## config.mk

```make
export PLATFORM = sky130hd
export DESIGN_NAME = host_xfer_seq
export DESIGN_NICKNAME = d
export VERILOG_FILES = /design/src/rtl/hxs_pkg.sv /design/src/rtl/hxs_ctrl.sv /design/src/rtl/hxs_addr.sv /design/src/rtl/host_xfer_seq.sv
export SDC_FILE = /design/constraint.sdc
export NUM_CORES = 1
export LEC_CHECK = 0
export BUFFER_PORTS_ARGS = -buffer_cell sky130_fd_sc_hd__buf_2
export CAP_MARGIN = 15
export CORE_MARGIN = 2
export CORE_UTILIZATION = 40
export DETAILED_ROUTE_END_ITERATION = 8
export PLACE_DENSITY_LB_ADDON = 0.12
export SLEW_MARGIN = 15
export SYNTH_ARGS = -nofsm -noshare
export SYNTH_HDL_FRONTEND = slang
export SYNTH_SLANG_ARGS = --single-unit
```

## constraint.sdc

```tcl
create_clock -name clk -period 6.5 [get_ports clk]
set_input_delay 0.975 -clock clk [delete_from_list [all_inputs] [get_ports clk]]
set_output_delay 0.975 -clock clk [all_outputs]
set_load 0.05 [all_outputs]
```

## src/rtl/hxs_pkg.sv

```systemverilog
// Shared register selects and bit positions for the host transfer sequencer.
// Assumes an 8-bit microcontroller write port with a 4-bit register select.
package hxs_pkg;
    typedef enum logic [3:0] {
        SEL_CNT_LO  = 4'd0,
        SEL_CNT_HI  = 4'd1,
        SEL_LIN_LO  = 4'd2,
        SEL_LIN_HI  = 4'd3,
        SEL_BLK     = 4'd4,
        SEL_OFF_LO  = 4'd5,
        SEL_OFF_HI  = 4'd6,
        SEL_TRIG    = 4'd7,
        SEL_IRQ_CLR = 4'd8
    } reg_sel_e;

    localparam int MODE_BIT = 7;
    localparam int DIR_BIT  = 6;
endpackage

```

## src/rtl/hxs_ctrl.sv

```systemverilog
// Word counter, transfer-active state and end-of-transfer flag.
// Assumes CNT_W is between 9 and 16; load strobes are already gated off
// during a transfer by the parent.
module hxs_ctrl #(
    parameter int CNT_W = 12
) (
    input  logic             clk,
    input  logic             rst_n,
    input  logic             ld_lo,
    input  logic             ld_hi,
    input  logic [7:0]       wdata,
    input  logic             trig,
    input  logic             step,
    input  logic             irq_clr,
    output logic [CNT_W-1:0] cnt,
    output logic             active,
    output logic             irq
);
    localparam int HI_W = CNT_W - 8;

    logic last_word;
    assign last_word = step && (cnt == '0);

    // Count register: byte loads from software, countdown per word, floor at zero.
    always_ff @(posedge clk) begin
        if (!rst_n) begin
            cnt <= '0;
        end else begin
            if (ld_lo) cnt[7:0] <= wdata;
            if (ld_hi) cnt[CNT_W-1:8] <= wdata[HI_W-1:0];
            if (step && cnt != '0) cnt <= cnt - CNT_W'(1);
        end
    end

    // Active state: start on trigger, stop after the word that finds zero.
    always_ff @(posedge clk) begin
        if (!rst_n)         active <= 1'b0;
        else if (trig)      active <= 1'b1;
        else if (last_word) active <= 1'b0;
    end

    // End flag: set by the final word (set wins), cleared by software.
    always_ff @(posedge clk) begin
        if (!rst_n)         irq <= 1'b0;
        else if (last_word) irq <= 1'b1;
        else if (irq_clr)   irq <= 1'b0;
    end
endmodule

```

## src/rtl/hxs_addr.sv

```systemverilog
// Address pointers and RAM address formation for both modes.
// Assumes ADDR_W is between 9 and 16 and that blk_size is held steady while
// a block-mode transfer runs.
module hxs_addr #(
    parameter int ADDR_W = 16,
    parameter int BLK_W  = 8
) (
    input  logic              clk,
    input  logic              rst_n,
    input  logic              lin_mode,
    input  logic              ld_lin_lo,
    input  logic              ld_lin_hi,
    input  logic              ld_blk,
    input  logic              ld_off_lo,
    input  logic              ld_off_hi,
    input  logic [7:0]        wdata,
    input  logic [ADDR_W-1:0] blk_size,
    input  logic              step,
    output logic [ADDR_W-1:0] off_ptr,
    output logic [ADDR_W-1:0] ram_addr
);
    localparam int HI_W = ADDR_W - 8;
    localparam int PW   = ADDR_W + BLK_W;

    logic [ADDR_W-1:0] lin_ptr;
    logic [BLK_W-1:0]  blk_num;
    logic [PW-1:0]     blk_base;
    logic [ADDR_W-1:0] wrap_pt;

    assign wrap_pt = blk_size - ADDR_W'(1);

    // Linear pointer: byte loads, one step per word in linear mode.
    always_ff @(posedge clk) begin
        if (!rst_n) begin
            lin_ptr <= '0;
        end else begin
            if (ld_lin_lo) lin_ptr[7:0] <= wdata;
            if (ld_lin_hi) lin_ptr[ADDR_W-1:8] <= wdata[HI_W-1:0];
            if (step && lin_mode) lin_ptr <= lin_ptr + ADDR_W'(1);
        end
    end

    // Block number register.
    always_ff @(posedge clk) begin
        if (!rst_n)      blk_num <= '0;
        else if (ld_blk) blk_num <= wdata[BLK_W-1:0];
    end

    // In-block offset: byte loads, step per word in block mode, wrap at block end.
    always_ff @(posedge clk) begin
        if (!rst_n) begin
            off_ptr <= '0;
        end else begin
            if (ld_off_lo) off_ptr[7:0] <= wdata;
            if (ld_off_hi) off_ptr[ADDR_W-1:8] <= wdata[HI_W-1:0];
            if (step && !lin_mode)
                off_ptr <= (off_ptr >= wrap_pt) ? '0 : off_ptr + ADDR_W'(1);
        end
    end

    // Address select: linear pointer, or block base plus offset.
    always_comb begin
        blk_base = PW'(blk_num) * PW'(blk_size);
        ram_addr = lin_mode ? lin_ptr : blk_base[ADDR_W-1:0] + off_ptr;
    end
endmodule

```

## src/rtl/host_xfer_seq.sv

```systemverilog
// Top of the host transfer sequencer: decodes microcontroller register
// writes, holds mode and direction, and drives the FIFO handshake flags.
// Assumes writes other than the flag clear are meant only for idle periods.
module host_xfer_seq #(
    parameter int ADDR_W = 16,
    parameter int CNT_W  = 12,
    parameter int BLK_W  = 8
) (
    input  logic              clk,
    input  logic              rst_n,
    input  logic              reg_wr_en,
    input  logic [3:0]        reg_addr,
    input  logic [7:0]        reg_wdata,
    input  logic [ADDR_W-1:0] blk_size,
    input  logic              word_ack,
    input  logic              fifo_ready,
    output logic [ADDR_W-1:0] ram_addr,
    output logic [CNT_W-1:0]  word_cnt,
    output logic              xfer_active,
    output logic              xfer_dir,
    output logic              end_irq,
    output logic              ram_busy,
    output logic              fifo_rdy_n,
    output logic              prefill_req
);
    import hxs_pkg::*;

    logic              cfg_wr;
    logic              step;
    logic              irq_clr;
    logic              lin_mode;
    logic [ADDR_W-1:0] off_ptr;

    assign cfg_wr  = reg_wr_en && !xfer_active;
    assign step    = word_ack && xfer_active;
    assign irq_clr = reg_wr_en && (reg_addr == SEL_IRQ_CLR) && reg_wdata[0];

    // Mode and direction bits live beside the high count bits.
    always_ff @(posedge clk) begin
        if (!rst_n) begin
            lin_mode <= 1'b0;
            xfer_dir <= 1'b0;
        end else if (cfg_wr && reg_addr == SEL_CNT_HI) begin
            lin_mode <= reg_wdata[MODE_BIT];
            xfer_dir <= reg_wdata[DIR_BIT];
        end
    end

    hxs_ctrl #(.CNT_W(CNT_W)) u_ctrl (
        .clk     (clk),
        .rst_n   (rst_n),
        .ld_lo   (cfg_wr && reg_addr == SEL_CNT_LO),
        .ld_hi   (cfg_wr && reg_addr == SEL_CNT_HI),
        .wdata   (reg_wdata),
        .trig    (cfg_wr && reg_addr == SEL_TRIG),
        .step    (step),
        .irq_clr (irq_clr),
        .cnt     (word_cnt),
        .active  (xfer_active),
        .irq     (end_irq)
    );

    hxs_addr #(.ADDR_W(ADDR_W), .BLK_W(BLK_W)) u_addr (
        .clk       (clk),
        .rst_n     (rst_n),
        .lin_mode  (lin_mode),
        .ld_lin_lo (cfg_wr && reg_addr == SEL_LIN_LO),
        .ld_lin_hi (cfg_wr && reg_addr == SEL_LIN_HI),
        .ld_blk    (cfg_wr && reg_addr == SEL_BLK),
        .ld_off_lo (cfg_wr && reg_addr == SEL_OFF_LO),
        .ld_off_hi (cfg_wr && reg_addr == SEL_OFF_HI),
        .wdata     (reg_wdata),
        .blk_size  (blk_size),
        .step      (step),
        .off_ptr   (off_ptr),
        .ram_addr  (ram_addr)
    );

    // RAM lockout follows the mode; FIFO flags only for buffer-to-host transfers.
    always_comb begin
        ram_busy    = lin_mode;
        fifo_rdy_n  = !(xfer_active && !xfer_dir && fifo_ready);
        prefill_req = xfer_active && !xfer_dir && !fifo_ready;
    end
endmodule

```

# Word-level counts from Yosys, hierarchy flattened
# Cells that the tools add are included.
dict set report classes {
  magnitude_cmp 1
  add_sub_neg 5
  muxes 15
  reduce_logical 35
  eq_ne 8
  multipliers 1
}
# operator n
set op_table {}
lappend op_table {{2-to-1 mux 16 bit} 4}
lappend op_table {{2-to-1 mux 8 bit} 5}
lappend op_table {{adder 16 x 1 -> 16 bit (second input constant)} 2}
lappend op_table {{logical AND 1 bit} 19}
lappend op_table {{adder 16 bit} 1}
lappend op_table {{equality test 4 x 3 -> 1 bit (second input constant)} 4}
lappend op_table {{>= comparator 16 bit} 1}
lappend op_table {{multiplier 8 x 16 -> 16 bit} 1}
lappend op_table {{nonzero test 2 bit} 8}
lappend op_table {{subtractor 16 x 1 -> 16 bit (second input constant)} 1}
lappend op_table {{logical NOT 12 bit} 1}
lappend op_table {{2-to-1 mux 12 bit} 1}
lappend op_table {{nonzero test 12 bit} 1}
lappend op_table {{subtractor 12 x 1 -> 12 bit (second input constant)} 1}
lappend op_table {{equality test 4 x 2 -> 1 bit (second input constant)} 2}
lappend op_table {{logical NOT 1 bit} 5}
lappend op_table {{equality test 4 x 1 -> 1 bit (second input constant)} 1}
lappend op_table {{equality test 4 bit (second input constant)} 1}
lappend op_table {{logical NOT 4 bit} 1}
lappend op_table {{2-to-1 mux 1 bit} 4}
lappend op_table {{2-to-1 mux 4 bit} 1}
dict set report totals {
  inputBits 33
  output_inout_bits 34
  word_cells 76
  reg_bits 56
}

# Depth between registers and ports, before layout
dict set report logic_depth {
  word_depth 5
  depth_mapped 19
  mapped_depth_nobuf 18
}

# Hierarchy
# From an unflattened synthesis, not the netlist that was laid out.
dict set report unflattened {
  hier_cells 891
  area_unflattened_um2 7186.9
}
# module seq_area_each_um2 n_inst area_per_inst_um2 cells_each
set modules_own_cells {}
lappend modules_own_cells {hxs_addr 800.8 1 6138.4 762}
lappend modules_own_cells {hxs_ctrl 280.3 1 854.6 103}
lappend modules_own_cells {host_xfer_seq 40.0 1 193.9 26}

# Worst setup path before layout
# Ideal clock, no wire load.
dict set report synth_timing {
  kind {input to output}
  startpoint {input blk_size[0]}
  endpoint {output ram_addr[11]}
  path_stages 17
  arrival_time_ns 5.729
  setup_slack_ns -0.204
  required_ns 5.525
  n_path_buf 1
  cell_sequence {clkbuf_1 nand2_1 fa_1 fa_1 inv_1 fa_1 inv_1 fa_1 inv_1 ha_1 o21a_1 o31a_1 o31a_1 o21ai_0 nand2b_1 xnor2_1 o21ai_0}
}
dict set report synth_via {
  elab_chain_len 3
}
# element line_no
set synth_rtl {}
lappend synth_rtl {{from (decl)} host_xfer_seq.sv:14} ;# input logic [ADDR_W-1:0] blk_size,
lappend synth_rtl {{multiplier 8 x 16 -> 16 bit} hxs_addr.sv:63} ;# blk_base = PW'(blk_num) * PW'(blk_size);
lappend synth_rtl {{adder 16 bit} hxs_addr.sv:64} ;# ram_addr = lin_mode ? lin_ptr : blk_base[ADDR_W-1:0] + off_ptr;
lappend synth_rtl {{2-to-1 mux 16 bit} hxs_addr.sv:64}
lappend synth_rtl {{to (decl)} host_xfer_seq.sv:17} ;# output logic [ADDR_W-1:0] ram_addr,
# Every way passes these cells.

# Final worst setup path
dict set report layout_timing {
  startpoint {input blk_size[1]}
  endpoint {output ram_addr[15]}
}
# The elaborated chain is that of the path after synthesis.

==> summary.txt <==
Worst hold path
  • Hold Crit Class: flip-flop to flip-flop
  • WHS Endpoint: u_ctrl.irq$_SDFFE_PN0P_
  • Hold Startpoint: u_ctrl.irq$_SDFFE_PN0P_
  • Hold Path Depth: 2

Floorplan
  • Die W: 138 um
  • Top Ports: 67
  • # rows: 48
  • Initial Utilization: 41.2%
  • Core area: 17400 um^2
  • Die area: 18900 um^2
  • Die outline height: 138 um

Global route
  • Vias in the first global route: just over 6000
  • GRT Util Overall: a little under a quarter
  • Initial antenna violation count: 0
  • Total gr overflow: 0
  • First-pass GRT wire length: 33500 um
  • Largest net degree at the start of global routing: 41

Final layout
  • Most common cell after layout, fill and taps aside: inv_1
  • Non-filler cells, final: 1183
  • ANT cells: 0
  • Commonest cells after routing, fill and taps aside: inv_1 (126), nand2_1 (108), fa_1 (74)
  • Final nets: 1110
  • Layout fillers: 1797
  • Area occupied by multi-input gates: 5410 um^2
  • Final Cell Area: 7960 um^2
  • Synthesis-to-layout area growth: 11.4%
  • Register area: 1120 um^2
  • Share of cells above drive strength 1: 13.3%

Placed design
  • Post-Place Cells: between 1000 and 1500
  • Dpl hpwl: 16400 um
  • Gpl congestion: 0.870
  • Port Buffers: 66
  • Post-DP Area: roughly 8000 um^2

Logic synthesis
  • Synthesized area per cell: 7.91 um^2
  • Post-synthesis compound-gate area fraction: roughly an eighth
  • Cells after Synth: between 900 and 1000
  • Number of synthesized flops with an enable pin: 0
  • Count of different cell masters after synthesis: 59
  • Post-synth ARST share: 0%
  • Top cell type's share of synthesized area: 20.7%
  • XOR/XNOR Fraction of Synth Area: 6.13%
  • Top FF cell, synth: dfxtp_1
  • Cell taking the most area after synthesis: fa_1
  • Yosys reg bits: 56
  • Post-Synth Adder-Cell Area: 28.8%
  • Mux share of post-synthesis cell area: roughly 2.3%
  • Largest family of logic cells by synthesized area: adder cells
  • Register area share after synthesis: between 15 and 20%
  • Warnings, synthesis: 0
  • Synthesized area: 7150 um^2
  • Mapped Nets: 1056
  • Area contributors post-synth: fa_1 (21%), dfxtp_1 (16%), ha_1 (8.1%), inv_1 (6.6%), nand2_1 (5.7%)
  • Simple-gate share of the synthesized area: 24.5%

Setup path
  • Max Fanout on Critical Path: 5
  • CP endpoint kind: output pin
  • Worst R2R Start: u_ctrl.active$_SDFFE_PN0P_
  • Reg2Reg Setup Slack: between 4 and 5 ns
  • Terminus of the critical flop-to-flop path: u_addr.off_ptr[11]$_SDFFE_PN0P_
  • CP required: ~5.5 ns
  • Worst setup path startpoint: blk_size[1]
  • Worst Path Arrival: 5.33 ns
  • R2R cell count: 6
  • CP Launch Type: primary input
  • Critical path class: primary input to output pin

Timing
  • Worst clock skew: 0.0115 ns
  • Max Fclk: roughly 0.16 GHz
  • Final Hold Viols: 0
  • Setup TNS: 0 ns
  • Least-Margin Pin Slew: 0.748 ns
  • Pins over their slew limit: 0
  • Part of the cycle the worst path needs: between 90% and 100%
  • Tmin final: around 6.3 ns
  • Unrepaired setup endpoints after global routing: false
  • Final setup viols: 0
  • Hold_ws: 0.468 ns
  • Max transition margin: 50.1%

Routing
  • Drt first pass iters: 5
  • Vias post-DR: about 6300
  • ANT nets after route: 0
  • # DRC: 0
  • DR WL/cell: approximately 18 um
  • Vias per Instance: 5.30
  • 1st-iter DRT viols: ~450
  • Final wirelength: about 21000 um

Flow run
  • Number of max-cap violations: 0

Clocking
  • Clock Path Buffers: 2
  • Clock sink total: 56
  • CTS H-tree lvls: 2
  • Clk slew on worst S/H paths: 0.07 ns
  • Skew-Pair Late Insertion Delay: 0.30 ns
  • TritonCTS Buffers: 5
  • Root Buffer: clkbuf_16
  • Post-CTS Setup Repair Bufs: 0
  • CTS tree: done

Pwr
  • Worst vdd ir: 91.0 uV
  • Total Power: 829 uW
  • Total leakage power: ~0.0036 uW
  • Pwr dens: between 100 and 150 nW/um^2

Run status
  • Outcome: finished clean
## logic make-up (layout without fill, tap and decap cells)
logic type                 count (synthesis)  in the layout
DFF                                       56             56
adders and majority gates                120            120
muxes                                     15             15
buffers and inverters                    170            225
AOI/OAI and AO/OA                        145            145
and+or+nand+nor                          347            347
xor gates and xnor gates                  50             50
## critical path: stages
cell and delay [ns]:
buf_2 0.13, and2_1 0.17, fa_1 0.47, fa_1 0.54
inv_1 0.05, fa_1 0.49, fa_1 0.55, inv_1 0.04
ha_1 0.29, o21a_1 0.19, o31a_1 0.11, or4_4 0.46
a31oi_4 0.25, o21ai_2 0.11, xnor2_2 0.16, o21ai_2 0.17
buf_6 0.17
## cell usage after synthesis (6+ instances only)
cell and n:
nand3_1 42, dfxtp_1 56, or3_1 7, clkbuf_1 40, mux2_2 12, xnor2_1 38, and3_1 7, nand4_1 9
ha_1 46, inv_1 126, a31oi_1 6, nand2_1 108, and2_1 62, xor2_1 12, a21o_1 7, o21ai_0 27
nor3_1 20, nand2b_1 7, nor2_1 53, fa_1 74, a21oi_1 43, o21a_1 12
## final cells by class
| class | instances | area share, % |
|---|---|---|
| multi-input combinational | 677 | 68.0 |
| timing repair buffer | 91 | 6.68 |
| tap | 225 | 3.54 |
| clock buffer | 7 | 1.67 |
| clock inverter | 1 | 0.110 |
| inverter | 126 | 5.94 |
| sequential | 56 | 14.1 |
## per-layer routing
metal	track usage (%)	vias to the layer above	share of wire, %
met5	0	-	0
met4	5.44	0	1.8
met3	1.99	21	2.5
met2	36.6	95	47
met1	33.4	3061	49
li1	-	3087	-
## timing repair
action,CTS,global route
hold buffers,0,0
gates resized for setup,0,13
endpoints found under the setup margin,0,2
## per-stage QoR
| stage | setup slack [ns] | util (%) |
|---|---|---|
| after floorplan | 0.00279 | - |
| final | 0.195 | 45.8 |
| after CTS | 0.0639 | 45.6 |
| after detailed placement | 0.0842 | 44.8 |
| after global placement | 0.100 | 44.8 |
| after global routing | 0.0361 | 45.8 |
## how the worst max path moves through the flow
stage / slack [ns] / end / cells after the start
2_1_floorplan: 0.003 / ram_addr[9] / 14
3_3_place_gp: 0.10 / ram_addr[15] / 18
3_5_place_dp: 0.08 / ram_addr[15] / 18
4_1_cts: 0.06 / ram_addr[15] / 18
5_1_grt: 0.04 / ram_addr[15] / 18
6_report: 0.20 / ram_addr[15] / 17
## registers in the layout (all words and copies together), names as in the netlist
signal          flops
u_addr.blk_num      8
u_addr.lin_ptr     16
xfer_dir            1
u_ctrl.irq          1
u_ctrl.cnt         12
ram_busy            1
u_ctrl.active       1
u_addr.off_ptr     16
## report_power, final
group	switching [uW]	internal, uW	leakage [uW]	total, uW
clock network	129	145	0.0000681	274
logic	131	66.4	0.00309	198
registers	9.26	348	0.000452	358
total	269	559	0.00361	829
Power figures use the tool's default switching activity.
